**src/rtl/lsu_pkg.sv**
```systemverilog
package lsu_pkg;

  typedef enum logic [3:0] {
    OP_NOP = 4'd0,
    OP_LW  = 4'd1,
    OP_LH  = 4'd2,
    OP_LHU = 4'd3,
    OP_LB  = 4'd4,
    OP_LBU = 4'd5,
    OP_SW  = 4'd6,
    OP_SH  = 4'd7,
    OP_SB  = 4'd8
  } lsu_op_e;

  typedef enum logic [1:0] {
    SZ_BYTE = 2'd0,
    SZ_HALF = 2'd1,
    SZ_WORD = 2'd2
  } lsu_size_e;

  function automatic logic op_is_load(logic [3:0] op);
    return (op == OP_LW) || (op == OP_LH) || (op == OP_LHU) ||
           (op == OP_LB) || (op == OP_LBU);
  endfunction

  function automatic logic op_is_store(logic [3:0] op);
    return (op == OP_SW) || (op == OP_SH) || (op == OP_SB);
  endfunction

  function automatic logic op_is_signed(logic [3:0] op);
    return (op == OP_LH) || (op == OP_LB);
  endfunction

  function automatic lsu_size_e op_size(logic [3:0] op);
    lsu_size_e sz;
    case (op)
      OP_LW, OP_SW:          sz = SZ_WORD;
      OP_LH, OP_LHU, OP_SH:  sz = SZ_HALF;
      default:               sz = SZ_BYTE;
    endcase
    return sz;
  endfunction

endpackage

```
**src/rtl/lsu_rst_sync.sv**
```systemverilog
module lsu_rst_sync #(
  parameter int STAGES = 2
) (
  input  logic clk,
  input  logic rst_n,
  output logic rst_n_sync
);
  logic [STAGES-1:0] chain_q;
  logic [STAGES-1:0] chain_d;

  always_comb begin
    chain_d = {chain_q[STAGES-2:0], 1'b1};
  end

  always_ff @(posedge clk or negedge rst_n) begin
    if (!rst_n) chain_q <= '0;
    else        chain_q <= chain_d;
  end

  assign rst_n_sync = chain_q[STAGES-1];
endmodule

```
**src/rtl/lsu_access_chk.sv**
```systemverilog
module lsu_access_chk
  import lsu_pkg::*;
#(
  parameter int OFF_W = 2
) (
  input  logic [3:0]       op,
  input  logic [OFF_W-1:0] off,
  output lsu_size_e        size,
  output logic             misal,
  output logic             ld_ok,
  output logic             st_ok
);
  logic known;
  logic bad_align;

  always_comb begin
    size  = op_size(op);
    known = op_is_load(op) || op_is_store(op);
    case (size)
      SZ_WORD: bad_align = (off != '0);
      SZ_HALF: bad_align = off[0];
      default: bad_align = 1'b0;
    endcase
    misal = known && bad_align;
    ld_ok = op_is_load(op)  && !bad_align;
    st_ok = op_is_store(op) && !bad_align;
  end
endmodule

```
**src/rtl/lsu_store_lanes.sv**
```systemverilog
module lsu_store_lanes
  import lsu_pkg::*;
#(
  parameter int DATA_W = 32,
  localparam int LANES = DATA_W / 8,
  localparam int OFF_W = $clog2(LANES)
) (
  input  logic              st_ok,
  input  lsu_size_e         size,
  input  logic [OFF_W-1:0]  off,
  input  logic [DATA_W-1:0] sd,
  output logic [LANES-1:0]  be,
  output logic [DATA_W-1:0] wd
);
  for (genvar l = 0; l < LANES; l++) begin : g_lane
    localparam logic [OFF_W-1:0] LANE_OFF = OFF_W'(LANES - 1 - l);
    logic hit;
    always_comb begin
      case (size)
        SZ_WORD: hit = 1'b1;
        SZ_HALF: hit = (off[OFF_W-1:1] == LANE_OFF[OFF_W-1:1]);
        default: hit = (off == LANE_OFF);
      endcase
    end
    assign be[l] = st_ok && hit;
  end

  always_comb begin
    case (size)
      SZ_WORD: wd = sd;
      SZ_HALF: wd = {(LANES/2){sd[15:0]}};
      default: wd = {LANES{sd[7:0]}};
    endcase
  end
endmodule

```
**src/rtl/lsu_load_lanes.sv**
```systemverilog
module lsu_load_lanes
  import lsu_pkg::*;
#(
  parameter int DATA_W = 32,
  localparam int LANES = DATA_W / 8,
  localparam int OFF_W = $clog2(LANES)
) (
  input  logic              clk,
  input  logic              rst_n,
  input  logic              ld_ok,
  input  lsu_size_e         size,
  input  logic              sgn,
  input  logic [OFF_W-1:0]  off,
  input  logic [DATA_W-1:0] rdata,
  output logic [DATA_W-1:0] result
);
  logic             vld_q, vld_d;
  lsu_size_e        sz_q, sz_d;
  logic             sgn_q, sgn_d;
  logic [OFF_W-1:0] off_q, off_d;
  logic             cap_en;

  always_comb begin
    cap_en = ld_ok;
    vld_d  = ld_ok;
    sz_d   = cap_en ? size : sz_q;
    sgn_d  = cap_en ? sgn  : sgn_q;
    off_d  = cap_en ? off  : off_q;
  end

  always_ff @(posedge clk or negedge rst_n) begin
    if (!rst_n) begin
      vld_q <= 1'b0;
      sz_q  <= SZ_BYTE;
      sgn_q <= 1'b0;
      off_q <= '0;
    end else begin
      vld_q <= vld_d;
      sz_q  <= sz_d;
      sgn_q <= sgn_d;
      off_q <= off_d;
    end
  end

  logic [7:0]  byte_v;
  logic [15:0] half_v;
  logic [OFF_W-1:0] half_off;

  always_comb begin
    half_off = {off_q[OFF_W-1:1], 1'b0};
    byte_v   = rdata[8*(LANES-1-int'(off_q)) +: 8];
    half_v   = rdata[8*(LANES-2-int'(half_off)) +: 16];
    if (!vld_q) begin
      result = '0;
    end else begin
      case (sz_q)
        SZ_WORD: result = rdata;
        SZ_HALF: result = {{(DATA_W-16){sgn_q & half_v[15]}}, half_v};
        default: result = {{(DATA_W-8){sgn_q & byte_v[7]}}, byte_v};
      endcase
    end
  end
endmodule

```
**src/rtl/be_lane_unit.sv**
```systemverilog
module be_lane_unit
  import lsu_pkg::*;
#(
  parameter int DATA_W = 32,
  parameter int ADDR_W = 32,
  parameter int SYNC_STAGES = 2,
  localparam int LANES = DATA_W / 8,
  localparam int OFF_W = $clog2(LANES)
) (
  input  logic              clk,
  input  logic              rst_n,
  input  logic [3:0]        op_i,
  input  logic [ADDR_W-1:0] addr_i,
  input  logic [DATA_W-1:0] st_data_i,
  input  logic [DATA_W-1:0] mem_rdata_i,
  output logic [DATA_W-1:0] mem_wdata_o,
  output logic [LANES-1:0]  mem_be_o,
  output logic [DATA_W-1:0] ld_data_o,
  output logic              misalign_o
);
  logic             rst_n_int;
  logic [OFF_W-1:0] off;
  lsu_size_e        size;
  logic             ld_ok, st_ok;
  logic             unused_addr_hi;

  assign off            = addr_i[OFF_W-1:0];
  assign unused_addr_hi = ^addr_i[ADDR_W-1:OFF_W];

  lsu_rst_sync #(.STAGES(SYNC_STAGES)) i_rst_sync (
    .clk(clk), .rst_n(rst_n), .rst_n_sync(rst_n_int)
  );

  lsu_access_chk #(.OFF_W(OFF_W)) i_chk (
    .op(op_i), .off(off), .size(size), .misal(misalign_o),
    .ld_ok(ld_ok), .st_ok(st_ok)
  );

  lsu_store_lanes #(.DATA_W(DATA_W)) i_store (
    .st_ok(st_ok), .size(size), .off(off), .sd(st_data_i),
    .be(mem_be_o), .wd(mem_wdata_o)
  );

  // a misaligned request must not enable any lane
  p_mis_no_be_r6: assert property (@(posedge clk) disable iff (!rst_n_int)
    misalign_o |-> (mem_be_o == '0));
  // byte stores enable exactly one lane
  p_sb_onehot_r5: assert property (@(posedge clk) disable iff (!rst_n_int)
    (op_i == OP_SB) |-> ($countones(mem_be_o) == 1));
  // loads never write
  p_load_no_be_r7: assert property (@(posedge clk) disable iff (!rst_n_int)
    op_is_load(op_i) |-> (mem_be_o == '0));
  // aligned word store enables every lane
  p_sw_full_r3: assert property (@(posedge clk) disable iff (!rst_n_int)
    ((op_i == OP_SW) && !misalign_o) |-> (&mem_be_o));

  lsu_load_lanes #(.DATA_W(DATA_W)) i_load (
    .clk(clk), .rst_n(rst_n_int), .ld_ok(ld_ok), .size(size),
    .sgn(op_is_signed(op_i)), .off(off), .rdata(mem_rdata_i),
    .result(ld_data_o)
  );

  // aligned word load returns the next cycle's read word
  p_lw_pass_r9: assert property (@(posedge clk) disable iff (!rst_n_int)
    ((op_i == OP_LW) && !misalign_o) |=> (ld_data_o == mem_rdata_i));
  // unsigned byte load clears the upper bits
  p_lbu_zx_r11: assert property (@(posedge clk) disable iff (!rst_n_int)
    (op_i == OP_LBU) |=> (ld_data_o[DATA_W-1:8] == '0));
  // no request means no load data next cycle
  p_nop_zero_r12: assert property (@(posedge clk) disable iff (!rst_n_int)
    (op_i == OP_NOP) |=> (ld_data_o == '0));
endmodule

```
**config.mk**
```make
export PLATFORM = sky130hd
export DESIGN_NAME = be_lane_unit
export DESIGN_NICKNAME = d
export VERILOG_FILES = /design/src/rtl/lsu_pkg.sv /design/src/rtl/lsu_rst_sync.sv /design/src/rtl/lsu_access_chk.sv /design/src/rtl/lsu_store_lanes.sv /design/src/rtl/lsu_load_lanes.sv /design/src/rtl/be_lane_unit.sv
export SDC_FILE = /design/constraint.sdc
export NUM_CORES = 1
export LEC_CHECK = 0
export ABC_AREA = 1
export ABC_CLOCK_PERIOD_IN_PS = 4450
export BUFFER_PORTS_ARGS = -buffer_cell sky130_fd_sc_hd__buf_4
export CAP_MARGIN = 15
export CORE_MARGIN = 4
export CORE_UTILIZATION = 43
export DETAILED_ROUTE_END_ITERATION = 10
export GPL_TIMING_DRIVEN = 0
export PLACE_DENSITY = 0.92
export REMOVE_ABC_BUFFERS = 1
export SYNTH_ARGS = -nofsm -noshare
export SYNTH_HDL_FRONTEND = slang
export SYNTH_HIERARCHICAL = 1
export SYNTH_SLANG_ARGS = --single-unit
```
**constraint.sdc**
```tcl
create_clock -name clk -period 4.45 [get_ports clk]
set_input_delay 0.2225 -clock clk [delete_from_list [all_inputs] [get_ports clk]]
set_output_delay 0.2225 -clock clk [all_outputs]
set_load 0.02 [all_outputs]
```
==> insert_results.sql, run 1 <==
INSERT INTO impl_metrics (metric_group, metric, value, unit) VALUES
('drt', 'routedWlPerCell', '12.3', 'um'),
('worst_setup_path', 'crit-reg2reg-capture', 'i_load/off_q[1]', ''),
('timing', 'slew_headroom', '38.5', '%'),
('run', 'cap_viol_max_count', '0', ''),
('timing', 'worst_slew_pin_slew', '0.922', 'ns'),
('synth', 'synth-main-ff-cell', 'sky130_fd_sc_hd__dfrtp_1', ''),
('layout', 'drive_gt1_share', '32.1', '%'),
('drt', 'detailroute.via_count', '2894', ''),
('power', 'share_seq_of_total_power', '14.9', '%'),
('power', 'power.switching', '0.323', 'mW'),
('cts', 'clkSinkCount', '8', ''),
('power', 'internal-power', '0.328', 'mW'),
('timing', 'setup_viol_count_final', '0', ''),
('timing', 'skew', '0.000341', 'ns'),
('global_routing', 'pin_count_of_the_biggest_net_entering_global_routing', '27', ''),
('worst_setup_path', 'critical_path.endpoint_type', 'primary output', ''),
('global_routing', 'grt_use_total', '22.3', '%'),
('layout', 'design.final.nets', '631', ''),
('place', 'placed_cells_incl_taps', '583', ''),
('timing', 'timing_hold_violations_final', '0', ''),
('synth', 'yosysWarnings', '6', ''),
('cts', 'cts_made_buffers', '3', ''),
('timing', 'max_freq', '0.339', 'GHz'),
('drt', 'drt_first_iter_violations', '175', ''),
('layout', 'synthToLayoutAreaGrowth', '45.7', '%'),
('power', 'power.share.combinational', '71.8', '%'),
('worst_setup_path', 'critical_path_arrival', '2.73', 'ns'),
('place', 'preCtsSetupSlack', '1.63', 'ns'),
('timing', 'fin_worst_setup_slack', '1.50', 'ns'),
('floorplanning', 'boundaryPins', '171', ''),
('floorplanning', 'floorplan.core_area', '4720', 'um2'),
('floorplanning', 'start_util', '44.1', '%'),
('synth', 'postSynthRegisterBits', '8', ''),
('worst_setup_path', 'path_max_fanout', '23', ''),
('place', 'dp_hpwl', '5730', 'um'),
('synth', 'post_synth_inst_count', '405', ''),
('timing', 'final_period_minus_worst_setup_slack', '2.95', 'ns'),
('power', 'share_clk_of_total_power', '13.3', '%'),
('min_path', 'hold_path.class', 'reg2async', ''),
('timing', 'rsz_0062_raised_after_global_routing', 'no', ''),
('worst_setup_path', 'worst_ep_required_time', '4.23', 'ns'),
('synth', 'async_flop_share', '100', '%'),
('status', 'run_status', 'complete, no violations', ''),
('cts', 'path_clk_slew', '0.04', 'ns'),
('synth', 'synth_enable_flop_cells', '0', ''),
('synth', 'synth.distinct_cells', '24', ''),
('floorplanning', 'floorplan.die.height', '77.6', 'um'),
('drt', 'route.final.wire_length', '7210', 'um'),
('cts', 'cts-root-to-sink-buffers', '2', ''),
('floorplanning', 'die_area', '6020', 'um2'),
('cts', 'cts_repair_resize_count', '0', ''),
('worst_setup_path', 'timing.critical_path.from_type', 'flip-flop', ''),
('cts', 'clkLatencyLatePin', '0.23', 'ns'),
('synth', 'synthMostInstantiatedCell', 'sky130_fd_sc_hd__nand2_1', ''),
('layout', 'instances_no_fill', '587', ''),
('worst_setup_path', 'setup.reg_to_reg.worst_slack', '3.27', 'ns'),
('cts', 'cts_max_level', '1', ''),
('global_routing', 'overflow', '0', ''),
('drt', 'detail_route.drc_violations', '0', ''),
('synth', 'synthesis.area', '2080', 'um2'),
('cts', 'cts_root_buffer', 'sky130_fd_sc_hd__clkbuf_8', ''),
('layout', 'diodes', '0', ''),
('worst_setup_path', 'regToRegStartpoint', 'i_load/off_q[1]', ''),
('timing', 'setup_total_neg_slack', '0', 'ns'),
('cts', 'tritoncts', 'done', ''),
('power', 'power.leakage', '1.80', 'nW'),
('synth', 'synthDominantAreaCellType', 'sky130_fd_sc_hd__nand2_1', ''),
('global_routing', 'first_pass_grt_wire_length', '11200', 'um'),
('layout', 'fillers', '472', ''),
('worst_setup_path', 'timing.setup.critical_path_class', 'reg2out', ''),
('drt', 'detail_route.first_pass.iterations', '4', '');
[cells in the final DEF (no fill, tap or decap), types with 5 or more instances in the layout]
master                    count
sky130_fd_sc_hd__o21ai_1     10
sky130_fd_sc_hd__inv_2        5
sky130_fd_sc_hd__nand3_1     20
sky130_fd_sc_hd__inv_1       35
sky130_fd_sc_hd__dfrtp_1      8
sky130_fd_sc_hd__nor2_1      55
sky130_fd_sc_hd__o21ai_0     13
sky130_fd_sc_hd__nor2_2      10
sky130_fd_sc_hd__buf_4      140
sky130_fd_sc_hd__nand2_1    166
sky130_fd_sc_hd__a21oi_1     29
sky130_fd_sc_hd__and2_0       6
sky130_fd_sc_hd__ha_1         7
[power by group through the flow]
stage               Combinational (mW)  Clock, mW  Sequential, mW
detailed placement               0.467          0          0.0977
floorplan                        0.276          0          0.0937
global route                     0.516     0.0945          0.0981
CTS                              0.469     0.0910          0.0966
global placement                 0.459          0          0.0977
finish                           0.468     0.0865          0.0968
[how the worst max path moves through the flow]
stage / endpoint / startpoint / slack (ns)
after detailed placement: mem_be_o[2] / op_i[3] / 1.63
after global routing: ld_data_o[22] / i_load/sz_q[0] / 1.32
final: ld_data_o[9] / i_load/sz_q[0] / 1.50
after global placement: mem_be_o[2] / op_i[3] / 1.68
after CTS: ld_data_o[22] / i_load/sz_q[0] / 1.50
after floorplan: mem_wdata_o[10] / op_i[3] / 2.14
[what timing repair did]
action	4_1_cts	5_1_grt
hold buffers	1	0
buffers inserted	0	0
endpoints found under the hold margin	2	0
[logic make-up (layout without fill, tap and decap cells)]
kind of cell               after synthesis  after routing  share of synthesized area (%)
DFF                                      8              8                           9.61
adders and majority gates                7              7                           4.20
other                                    1              1                          0.180
and+or+nand+nor                        267            267                           54.7
buffers and inverters                   70            185                           18.9
AOI/OAI and AO/OA                       52             52                           12.5
[final cells by class]
| class | count | area [um2] | share of cell area [%] |
|---|---|---|---|
| tap | 67 | 83.8 | 2.76 |
| inverter | 41 | 159 | 5.23 |
| sequential | 8 | 200 | 6.60 |
| multi-input combinational | 327 | 1490 | 49.1 |
| timing repair buffer | 141 | 1060 | 35.0 |
| clock buffer | 3 | 41.3 | 1.36 |
[worst max-delay path: stages, from the launching register on]
cell and delay, ns:
sky130_fd_sc_hd__dfrtp_1 0.34, sky130_fd_sc_hd__inv_1 0.06, sky130_fd_sc_hd__ha_1 0.79, sky130_fd_sc_hd__inv_2 0.29
sky130_fd_sc_hd__nor2_8 0.22, sky130_fd_sc_hd__nand3_2 0.10, sky130_fd_sc_hd__nand3_2 0.40, sky130_fd_sc_hd__nor2_1 0.11
sky130_fd_sc_hd__buf_4 0.18
[sequential cells by signal, indices dropped and copies added (netlist names)]
name,count
i_load/off_q,2
i_load/sgn_q,1
i_load/sz_q,2
i_load/vld_q,1
i_rst_sync/chain_q,2
[per-stage QoR]
step	hold slack, ns	power (mW)	utilization [%]
finish	0.0823	0.651	64.3
global route	0.101	0.708	64.3
CTS	0.0882	0.657	64.3
detailed placement	0.00661	0.564	63.2
global placement	0.00589	0.557	63.2
floorplan	-0.0731	0.369	-
[layer usage]
metal	global-route usage [%]	part of all wire [%]
met1	25.6	38
met2	38.9	47
met5	0	0
met4	8.90	2.8
met3	6.15	12
No activity file was read; power rests on OpenSTA's default activity.
==> run 2, diff against run 1 <==
- ABC_CLOCK_PERIOD_IN_PS: 4450 -> 3000
- CORE_UTILIZATION: 43 -> 40
- PLACE_DENSITY: 0.92 -> 0.86
- clock period: 4.45 -> 3 ns (I/O delays scaled with it)
==> run 2 against run 1 <==
  * Cell count grew 0.51%
  * Clock power grew 41%
  * Via count shrank 0.31%
  * Global-route usage shrank 2.2 points
  * Clock skew grew 0.0011 ns
  * Clock-buffer cell count is the same
  * Setup slack lost 1.2 ns
  * Sequential cell count is the same
==> insert_results.sql, run 2 (synthesized netlist as in run 1, its figures left out) <==
INSERT INTO impl_metrics (metric_group, metric, value, unit) VALUES
('drt', 'routedWlPerCell', '11.7', 'um'),
('global_routing', 'use_met2', '38.5', '%'),
('layout', 'diodes', '0', ''),
('cts', 'clkSinkCount', '8', ''),
('place', 'numPortBuffers', '140', ''),
('timing', 'report.final.slew_viol_count', '0', ''),
('timing', 'setup_viol_count_final', '0', ''),
('global_routing', 'pin_count_of_the_biggest_net_entering_global_routing', '27', ''),
('drt', 'route.final.wire_length', '6930', 'um'),
('status', 'run_status', 'complete, no violations', ''),
('layout', 'largestRegisters', 'i_load/off_q (2), i_load/sz_q (2), i_rst_sync/chain_q (2)', ''),
('drt', 'drt_first_iter_violations', '89', ''),
('worst_setup_path', 'worst_r2r_path_depth', '2', ''),
('worst_setup_path', 'critical_path_arrival', '2.51', 'ns'),
('power', 'internal-power', '0.487', 'mW'),
('timing', 'setup_total_neg_slack', '0', 'ns'),
('timing', 'rsz_0062_raised_after_global_routing', 'no', ''),
('power', 'share_clk_of_total_power', '12.8', '%'),
('global_routing', 'use_met1', '21.3', '%'),
('global_routing', 'overflow', '0', ''),
('layout', 'design.final.nets', '631', ''),
('timing', 'slew_headroom', '55.0', '%'),
('power', 'overall_power_after_layout', '0.958', 'mW'),
('cts', 'cts_max_level', '1', ''),
('drt', 'detailroute.via_count', '2885', ''),
('worst_setup_path', 'timing.critical_path.from_type', 'input port', ''),
('global_routing', 'first_pass_grt_wire_length', '10700', 'um'),
('place', 'routabilityCongestion', '0.833', ''),
('timing', 'timing_hold_violations_final', '0', ''),
('cts', 'cts.repair_timing.setup_buffer_count', '0', ''),
('floorplanning', 'boundaryPins', '171', ''),
('power', 'power.share.combinational', '72.2', '%'),
('place', 'dp_hpwl', '5530', 'um'),
('timing', 'worst_slew_pin_slew', '0.676', 'ns'),
('worst_setup_path', 'timing.setup.critical_path_class', 'in2out', ''),
('timing', 'max_freq', '0.375', 'GHz'),
('global_routing', 'antenna_violations_before_repair', '0', ''),
('global_routing', 'first_global_vias', '2551', ''),
('floorplanning', 'die_width', '80.2', 'um'),
('layout', 'multi_input_comb_area', '1490', 'um2'),
('layout', 'synthToLayoutAreaGrowth', '46.0', '%'),
('drt', 'detail_route.first_pass.iterations', '4', ''),
('timing', 'skew', '0.00149', 'ns'),
('floorplanning', 'start_util', '41.1', '%'),
('worst_setup_path', 'path_max_fanout', '20', ''),
('power', 'share_seq_of_total_power', '15.0', '%'),
('power', 'total_power_per_unit_cell_area', '315', 'nW/um2'),
('cts', 'cts_root_buffer', 'sky130_fd_sc_hd__clkbuf_8', ''),
('cts', 'path_clk_slew', '0.04', 'ns'),
('floorplanning', 'floorplan.die.height', '80.2', 'um'),
('layout', 'final_common_cell', 'sky130_fd_sc_hd__nand2_1', ''),
('floorplanning', 'std_cell_rows', '26', ''),
('power', 'switching_share', '49.2', '%'),
('power', 'power.switching', '0.471', 'mW'),
('drt', 'detail_route.vias_per_cell', '4.89', ''),
('power', 'power.leakage', '1.80', 'nW'),
('drt', 'final_ant_viol_nets', '0', ''),
('timing', 'period_utilisation_layout', '88.8', '%'),
('layout', 'ff_latch_area', '200', 'um2'),
('layout', 'drive_gt1_share', '32.3', '%'),
('global_routing', 'grt_use_total', '20.1', '%'),
('global_routing', 'most_used_routing_layer_in_global_routing', 'met2', ''),
('cts', 'cts_made_buffers', '3', ''),
('floorplanning', 'floorplan.core_area', '5070', 'um2'),
('timing', 'final_period_minus_worst_setup_slack', '2.66', 'ns'),
('global_routing', 'met3_usage', '4.26', '%'),
('worst_setup_path', 'worst_ep_required_time', '2.85', 'ns'),
('drt', 'detail_route.drc_violations', '0', ''),
('run', 'cap_viol_max_count', '0', ''),
('worst_setup_path', 'critical_path.endpoint_type', 'primary output', ''),
('power', 'worst_case_vdd_ir_drop', '0.000139', 'V'),
('cts', 'cts-root-to-sink-buffers', '2', ''),
('layout', 'layout.cells.most_common_list', 'sky130_fd_sc_hd__nand2_1 (166), sky130_fd_sc_hd__buf_4 (140), sky130_fd_sc_hd__nor2_1 (55), sky130_fd_sc_hd__inv_1 (35), sky130_fd_sc_hd__a21oi_1 (29)', ''),
('min_path', 'hold_path.class', 'reg2async', ''),
('cts', 'clkLatencyLatePin', '0.22', 'ns'),
('floorplanning', 'die_area', '6430', 'um2'),
('cts', 'tritoncts', 'done', ''),
('layout', 'fillers', '499', '');
## run 2: final timing paths
| path | endpoint | slack [ns] | from |
|---|---|---|---|
| setup / recovery | mem_be_o[2] | 0.34 | op_i[3] |
| hold / removal | i_load/vld_q | 0.08 | i_rst_sync/chain_q[1] |
| max in group asynchronous | i_rst_sync/chain_q[0] | 2.67 | rst_n |
| hold reg to reg | i_load/vld_q | 0.08 | i_rst_sync/chain_q[1] |
| setup reg to reg | i_load/off_q[1] | 1.78 | i_load/off_q[1] |
| min in group clk | i_load/off_q[0] | 0.19 | addr_i[0] |
## run 2: metal layers
layer	share of wire, %	wire length [um]	vias to the layer above
met5	0	0	-
met4	2.4	163	0
met3	11	735	17
met2	48	3310	142
met1	39	2720	1258
li1	-	-	1468
## run 2: final cells by class
cell class                      instances  share of cell area [%]
Multi-Input combinational cell        327                    49.1
Timing Repair Buffer                  141                    34.9
Sequential cell                         8                    6.58
Inverter                               41                    5.22
Tap cell                               70                    2.88
Clock buffer                            3                    1.36
## run 2: critical path: stages
cell and delay, ns:
sky130_fd_sc_hd__buf_4 0.12, sky130_fd_sc_hd__nor2_2 0.12, sky130_fd_sc_hd__nand3_1 0.10, sky130_fd_sc_hd__nand2_1 0.11
sky130_fd_sc_hd__inv_1 0.06, sky130_fd_sc_hd__ha_1 0.19, sky130_fd_sc_hd__nor2_2 0.15, sky130_fd_sc_hd__inv_1 0.06
sky130_fd_sc_hd__ha_1 0.72, sky130_fd_sc_hd__inv_2 0.31, sky130_fd_sc_hd__a21oi_1 0.20, sky130_fd_sc_hd__nor2_1 0.06
sky130_fd_sc_hd__buf_4 0.15
## run 2: timing repair
item,4_1_cts,5_1_grt
hold buffers,1,0
hold endpoints to repair,2,0
gates resized for setup,0,1
endpoints found under the setup margin,0,23
## run 2: power by group through the flow
stage	Clock [mW]	Combinational, mW	Sequential (mW)
after floorplan	0	0.409	0.139
after global placement	0	0.678	0.145
after detailed placement	0	0.689	0.145
after CTS	0.126	0.693	0.143
after global routing	0.129	0.767	0.146
final	0.122	0.692	0.143
## run 2: per-stage QoR
stage               hold slack (ns)  instance area, um2  instances  util [%]  worst slack, ns
CTS                          0.0877                3040        590      59.9            0.119
global placement            -0.0679                2990        586      58.9            0.405
global route                  0.115                3040        590      59.9            0.131
detailed placement          -0.0666                2990        586      58.9            0.293
floorplan                    -0.146                1850        376         -            0.837
finish                       0.0840                3040        590      59.9            0.336
==> run 3, diff against run 2 <==
- ABC_AREA: 1 -> 0
- CORE_UTILIZATION: 40 -> 38
- PLACE_DENSITY: 0.86 -> 0.87
==> run 3 against run 2 <==
  * Global-route usage increased by 0.56 points
  * Core utilization increased by 2.2 points
  * Power decreased by 6.9%
  * First-iteration DRC count increased by 29%
  * Cell count decreased by 30%
  * Sequential share of layout area increased by 0.62 points
  * Largest cell class unchanged
  * Largest power group unchanged
==> insert_results.sql, run 3 <==
INSERT INTO impl_metrics (metric_group, metric, value, unit) VALUES
('drt', 'detail_route.first_pass.iterations', '5', ''),
('synth', 'postSynthRegisterBits', '8', ''),
('layout', 'diodes', '0', ''),
('min_path', 'hold_path.class', 'reg2async', ''),
('worst_setup_path', 'crit-reg2reg-capture', 'i_load/off_q[1]', ''),
('global_routing', 'overflow', '0', ''),
('worst_setup_path', 'regToRegStartpoint', 'i_load/off_q[1]', ''),
('cts', 'clkSinkCount', '8', ''),
('worst_setup_path', 'timing.critical_path.slowest_stage_cell', 'sky130_fd_sc_hd__ha_1', ''),
('worst_setup_path', 'timing.setup.critical_path_class', 'reg2out', ''),
('place', 'dp_hpwl', '5280', 'um'),
('synth', 'synth.area.mux_share', '11.5', '%'),
('synth', 'syn-mean-instance-area', '7.31', 'um2'),
('timing', 'period_utilisation_layout', '95.5', '%'),
('floorplanning', 'die_width', '76.8', 'um'),
('timing', 'worst_slew_pin_slew', '0.938', 'ns'),
('status', 'run_status', 'complete, no violations', ''),
('timing', 'slew_headroom', '37.5', '%'),
('synth', 'seq_area_frac_synth', '11.1', '%'),
('synth', 'synth_enable_flop_cells', '0', ''),
('layout', 'largestRegisters', 'i_load/off_q (2), i_load/sz_q (2), i_rst_sync/chain_q (2)', ''),
('synth', 'yosys-top-cells-area', 'sky130_fd_sc_hd__dfrtp_1 (11%), sky130_fd_sc_hd__nand2_1 (8.6%), sky130_fd_sc_hd__a211oi_1 (6.3%)', ''),
('drt', 'route.final.wire_length', '6680', 'um'),
('drt', 'final_ant_viol_nets', '0', ''),
('timing', 'setup_viol_count_final', '0', ''),
('layout', 'utilization', '62.1', '%'),
('worst_setup_path', 'timing.critical_path.from_type', 'flip-flop', ''),
('place', 'routabilityCongestion', '0.786', ''),
('run', 'cap_viol_max_count', '0', ''),
('global_routing', 'pin_count_of_the_biggest_net_entering_global_routing', '30', ''),
('floorplanning', 'floorplan.die.height', '76.8', 'um'),
('place', 'numPortBuffers', '140', ''),
('synth', 'synth-main-ff-cell', 'sky130_fd_sc_hd__dfrtp_1', ''),
('cts', 'cts_root_buffer', 'sky130_fd_sc_hd__clkbuf_8', ''),
('global_routing', 'first_global_vias', '2174', ''),
('floorplanning', 'std_cell_rows', '24', ''),
('cts', 'cts_made_buffers', '3', ''),
('layout', 'multi_input_comb_area', '1380', 'um2'),
('layout', 'layout.cells.most_common_list', 'sky130_fd_sc_hd__buf_4 (140), sky130_fd_sc_hd__nand2_1 (41), sky130_fd_sc_hd__o21ai_1 (18), sky130_fd_sc_hd__a211oi_1 (15), sky130_fd_sc_hd__nor2_1 (10)', ''),
('worst_setup_path', 'cp_top_family', 'compound AO/OA/AOI/OAI gates', ''),
('global_routing', 'grt_use_total', '20.7', '%'),
('drt', 'routed.top_layer', 'met4', ''),
('cts', 'tritoncts', 'done', ''),
('cts', 'clkLatencyLatePin', '0.23', 'ns'),
('timing', 'timing_hold_violations_final', '0', ''),
('drt', 'met3_wirelength', '579', 'um'),
('worst_setup_path', 'setup.reg_to_reg.worst_slack', '1.73', 'ns'),
('synth', 'synthDominantCellAreaShare', '11.1', '%'),
('cts', 'path_clk_slew', '0.04', 'ns'),
('synth', 'synth_top_family_by_area', 'compound AO/OA/AOI/OAI gates', ''),
('timing', 'skew', '0.00498', 'ns'),
('cts', 'cts_max_level', '1', ''),
('synth', 'synth.cells.most_frequent', 'sky130_fd_sc_hd__nand2_1 (41), sky130_fd_sc_hd__o21ai_1 (18), sky130_fd_sc_hd__a211oi_1 (15), sky130_fd_sc_hd__buf_4 (12), sky130_fd_sc_hd__nor2_1 (10)', ''),
('synth', 'synth.distinct_cells', '41', ''),
('floorplanning', 'die_area', '5900', 'um2'),
('worst_setup_path', 'critical_path_arrival', '2.71', 'ns'),
('cts', 'cts-root-to-sink-buffers', '2', ''),
('synth', 'synth_xor_xnor_area_share', '0.974', '%'),
('layout', 'instances_no_fill', '411', ''),
('synth', 'synth_compound_area_share', '38.3', '%'),
('timing', 'rsz_0062_raised_after_global_routing', 'no', ''),
('worst_setup_path', 'worst_setup_path_startpoint', 'i_load/sz_q[0]', ''),
('drt', 'drt_first_iter_violations', '115', ''),
('timing', 'final_period_minus_worst_setup_slack', '2.86', 'ns'),
('floorplanning', 'boundaryPins', '171', ''),
('worst_setup_path', 'path_max_fanout', '23', ''),
('drt', 'detail_route.drc_violations', '0', ''),
('drt', 'wirelength_met1', '2710', 'um'),
('global_routing', 'first_pass_grt_wire_length', '10200', 'um'),
('synth', 'yosysWarnings', '6', ''),
('power', 'power.leakage', '1.31', 'nW'),
('worst_setup_path', 'cp_num_buf_inv', '2', ''),
('floorplanning', 'start_util', '40.2', '%'),
('power', 'worst_case_vdd_ir_drop', '0.000208', 'V'),
('worst_setup_path', 'worst_r2r_path_depth', '1', ''),
('synth', 'post_synth_inst_count', '246', ''),
('drt', 'detail_route.vias_per_cell', '5.69', ''),
('drt', 'routedWlPerCell', '16.2', 'um'),
('global_routing', 'antenna_violations_before_repair', '0', ''),
('layout', 'final_common_cell', 'sky130_fd_sc_hd__buf_4', ''),
('synth', 'synthesis.area', '1800', 'um2'),
('timing', 'max_freq', '0.349', 'GHz'),
('layout', 'design.final.nets', '470', ''),
('layout', 'ff_latch_area', '200', 'um2'),
('drt', 'met2_wirelength', '3260', 'um'),
('worst_setup_path', 'critical_path.endpoint_type', 'primary output', ''),
('synth', 'async_flop_share', '100', '%'),
('floorplanning', 'floorplan.core_area', '4470', 'um2'),
('synth', 'synthMostInstantiatedCell', 'sky130_fd_sc_hd__nand2_1', ''),
('layout', 'fillers', '416', ''),
('worst_setup_path', 'crit_path_max_incr_delay', '0.78', 'ns'),
('place', 'placed_cells_incl_taps', '407', ''),
('synth', 'synth_fa_ha_area_share', '4.87', '%'),
('worst_setup_path', 'worst_ep_required_time', '2.85', 'ns'),
('drt', 'detailroute.via_count', '2337', ''),
('layout', 'drive_gt1_share', '44.8', '%'),
('layout', 'synthToLayoutAreaGrowth', '54.5', '%'),
('synth', 'synthDominantAreaCellType', 'sky130_fd_sc_hd__dfrtp_1', ''),
('power', 'total_power_per_unit_cell_area', '321', 'nW/um2'),
('worst_setup_path', 'path_cells', 'inv_1 -> ha_1 -> nand2_1 -> o22ai_2 -> a211oi_1 -> buf_4', ''),
('timing', 'report.final.slew_viol_count', '0', ''),
('synth', 'synthSimpleGateAreaFrac', '20.1', '%');
## run 3: changes by cell type after synthesis, moves of 9 or more
cell                       before  now
sky130_fd_sc_hd__a211oi_1       0   15
sky130_fd_sc_hd__a21oi_1       29    3
sky130_fd_sc_hd__a221oi_1       0    9
sky130_fd_sc_hd__a22oi_1        0    9
sky130_fd_sc_hd__inv_1         35    7
sky130_fd_sc_hd__mux2_2         0    9
sky130_fd_sc_hd__nand2_1      166   41
sky130_fd_sc_hd__nand3_1       20    2
sky130_fd_sc_hd__nor2_1        55   10
sky130_fd_sc_hd__nor2_2        10    0
## run 3: layout make-up
class	count	area share (%)
Inverter	7	0.946
Tap cell	52	2.34
Multi-Input combinational cell	199	49.7
Clock buffer	3	1.49
Timing Repair Buffer	142	38.4
Sequential cell	8	7.20
## run 3: metal layers
layer / track usage, % / vias up
met3: 4.33 / 12
met2: 37.3 / 117
met1: 23.7 / 1071
met5: 0 / -
met4: 7.61 / 0
li1: - / 1137
## run 3: worst max path at each step
stage	to	slack (ns)	cells past startpoint
after floorplan	mem_be_o[2]	0.42	8
after global placement	i_load/sgn_q	-0.05	8
after detailed placement	mem_wdata_o[16]	-0.08	10
after CTS	mem_wdata_o[22]	0.13	10
after global routing	ld_data_o[15]	0.003	6
final	ld_data_o[26]	0.14	6
## run 3: power breakdown
part	switching (mW)	leakage (nW)	internal, mW
sequential	0.0298	0.101	0.118
clock	0.0413	0.0216	0.0868
combinational	0.334	1.19	0.282
## run 3: kinds of logic (layout without fill, tap and decap cells)
| kind of cell | after synthesis | after routing |
|---|---|---|
| fa+ha+maj | 7 | 7 |
| buf+inv | 39 | 152 |
| xor+xnor | 2 | 2 |
| other cells | 1 | 1 |
| flops | 8 | 8 |
| simple gates | 78 | 78 |
| mux | 19 | 19 |
| compound gates | 92 | 92 |
## run 3: stage by stage
step	TNS, ns	power [mW]	hold slack, ns	setup slack [ns]	cell area (um2)
global route	0	0.946	0.113	0.00334	2780
detailed placement	-0.620	0.760	-0.0654	-0.0830	2720
finish	0	0.892	0.0882	0.136	2780
floorplan	0	0.486	-0.146	0.415	1590
global placement	-0.445	0.747	-0.0667	-0.0497	2710
CTS	0	0.893	0.0963	0.127	2770
## run 3: timing repair
item,in CTS,in global routing
setup buffers,0,0
resized for setup,1,1
hold buffers,1,0
hold endpoints to repair,2,0
endpoints found under the setup margin,8,3
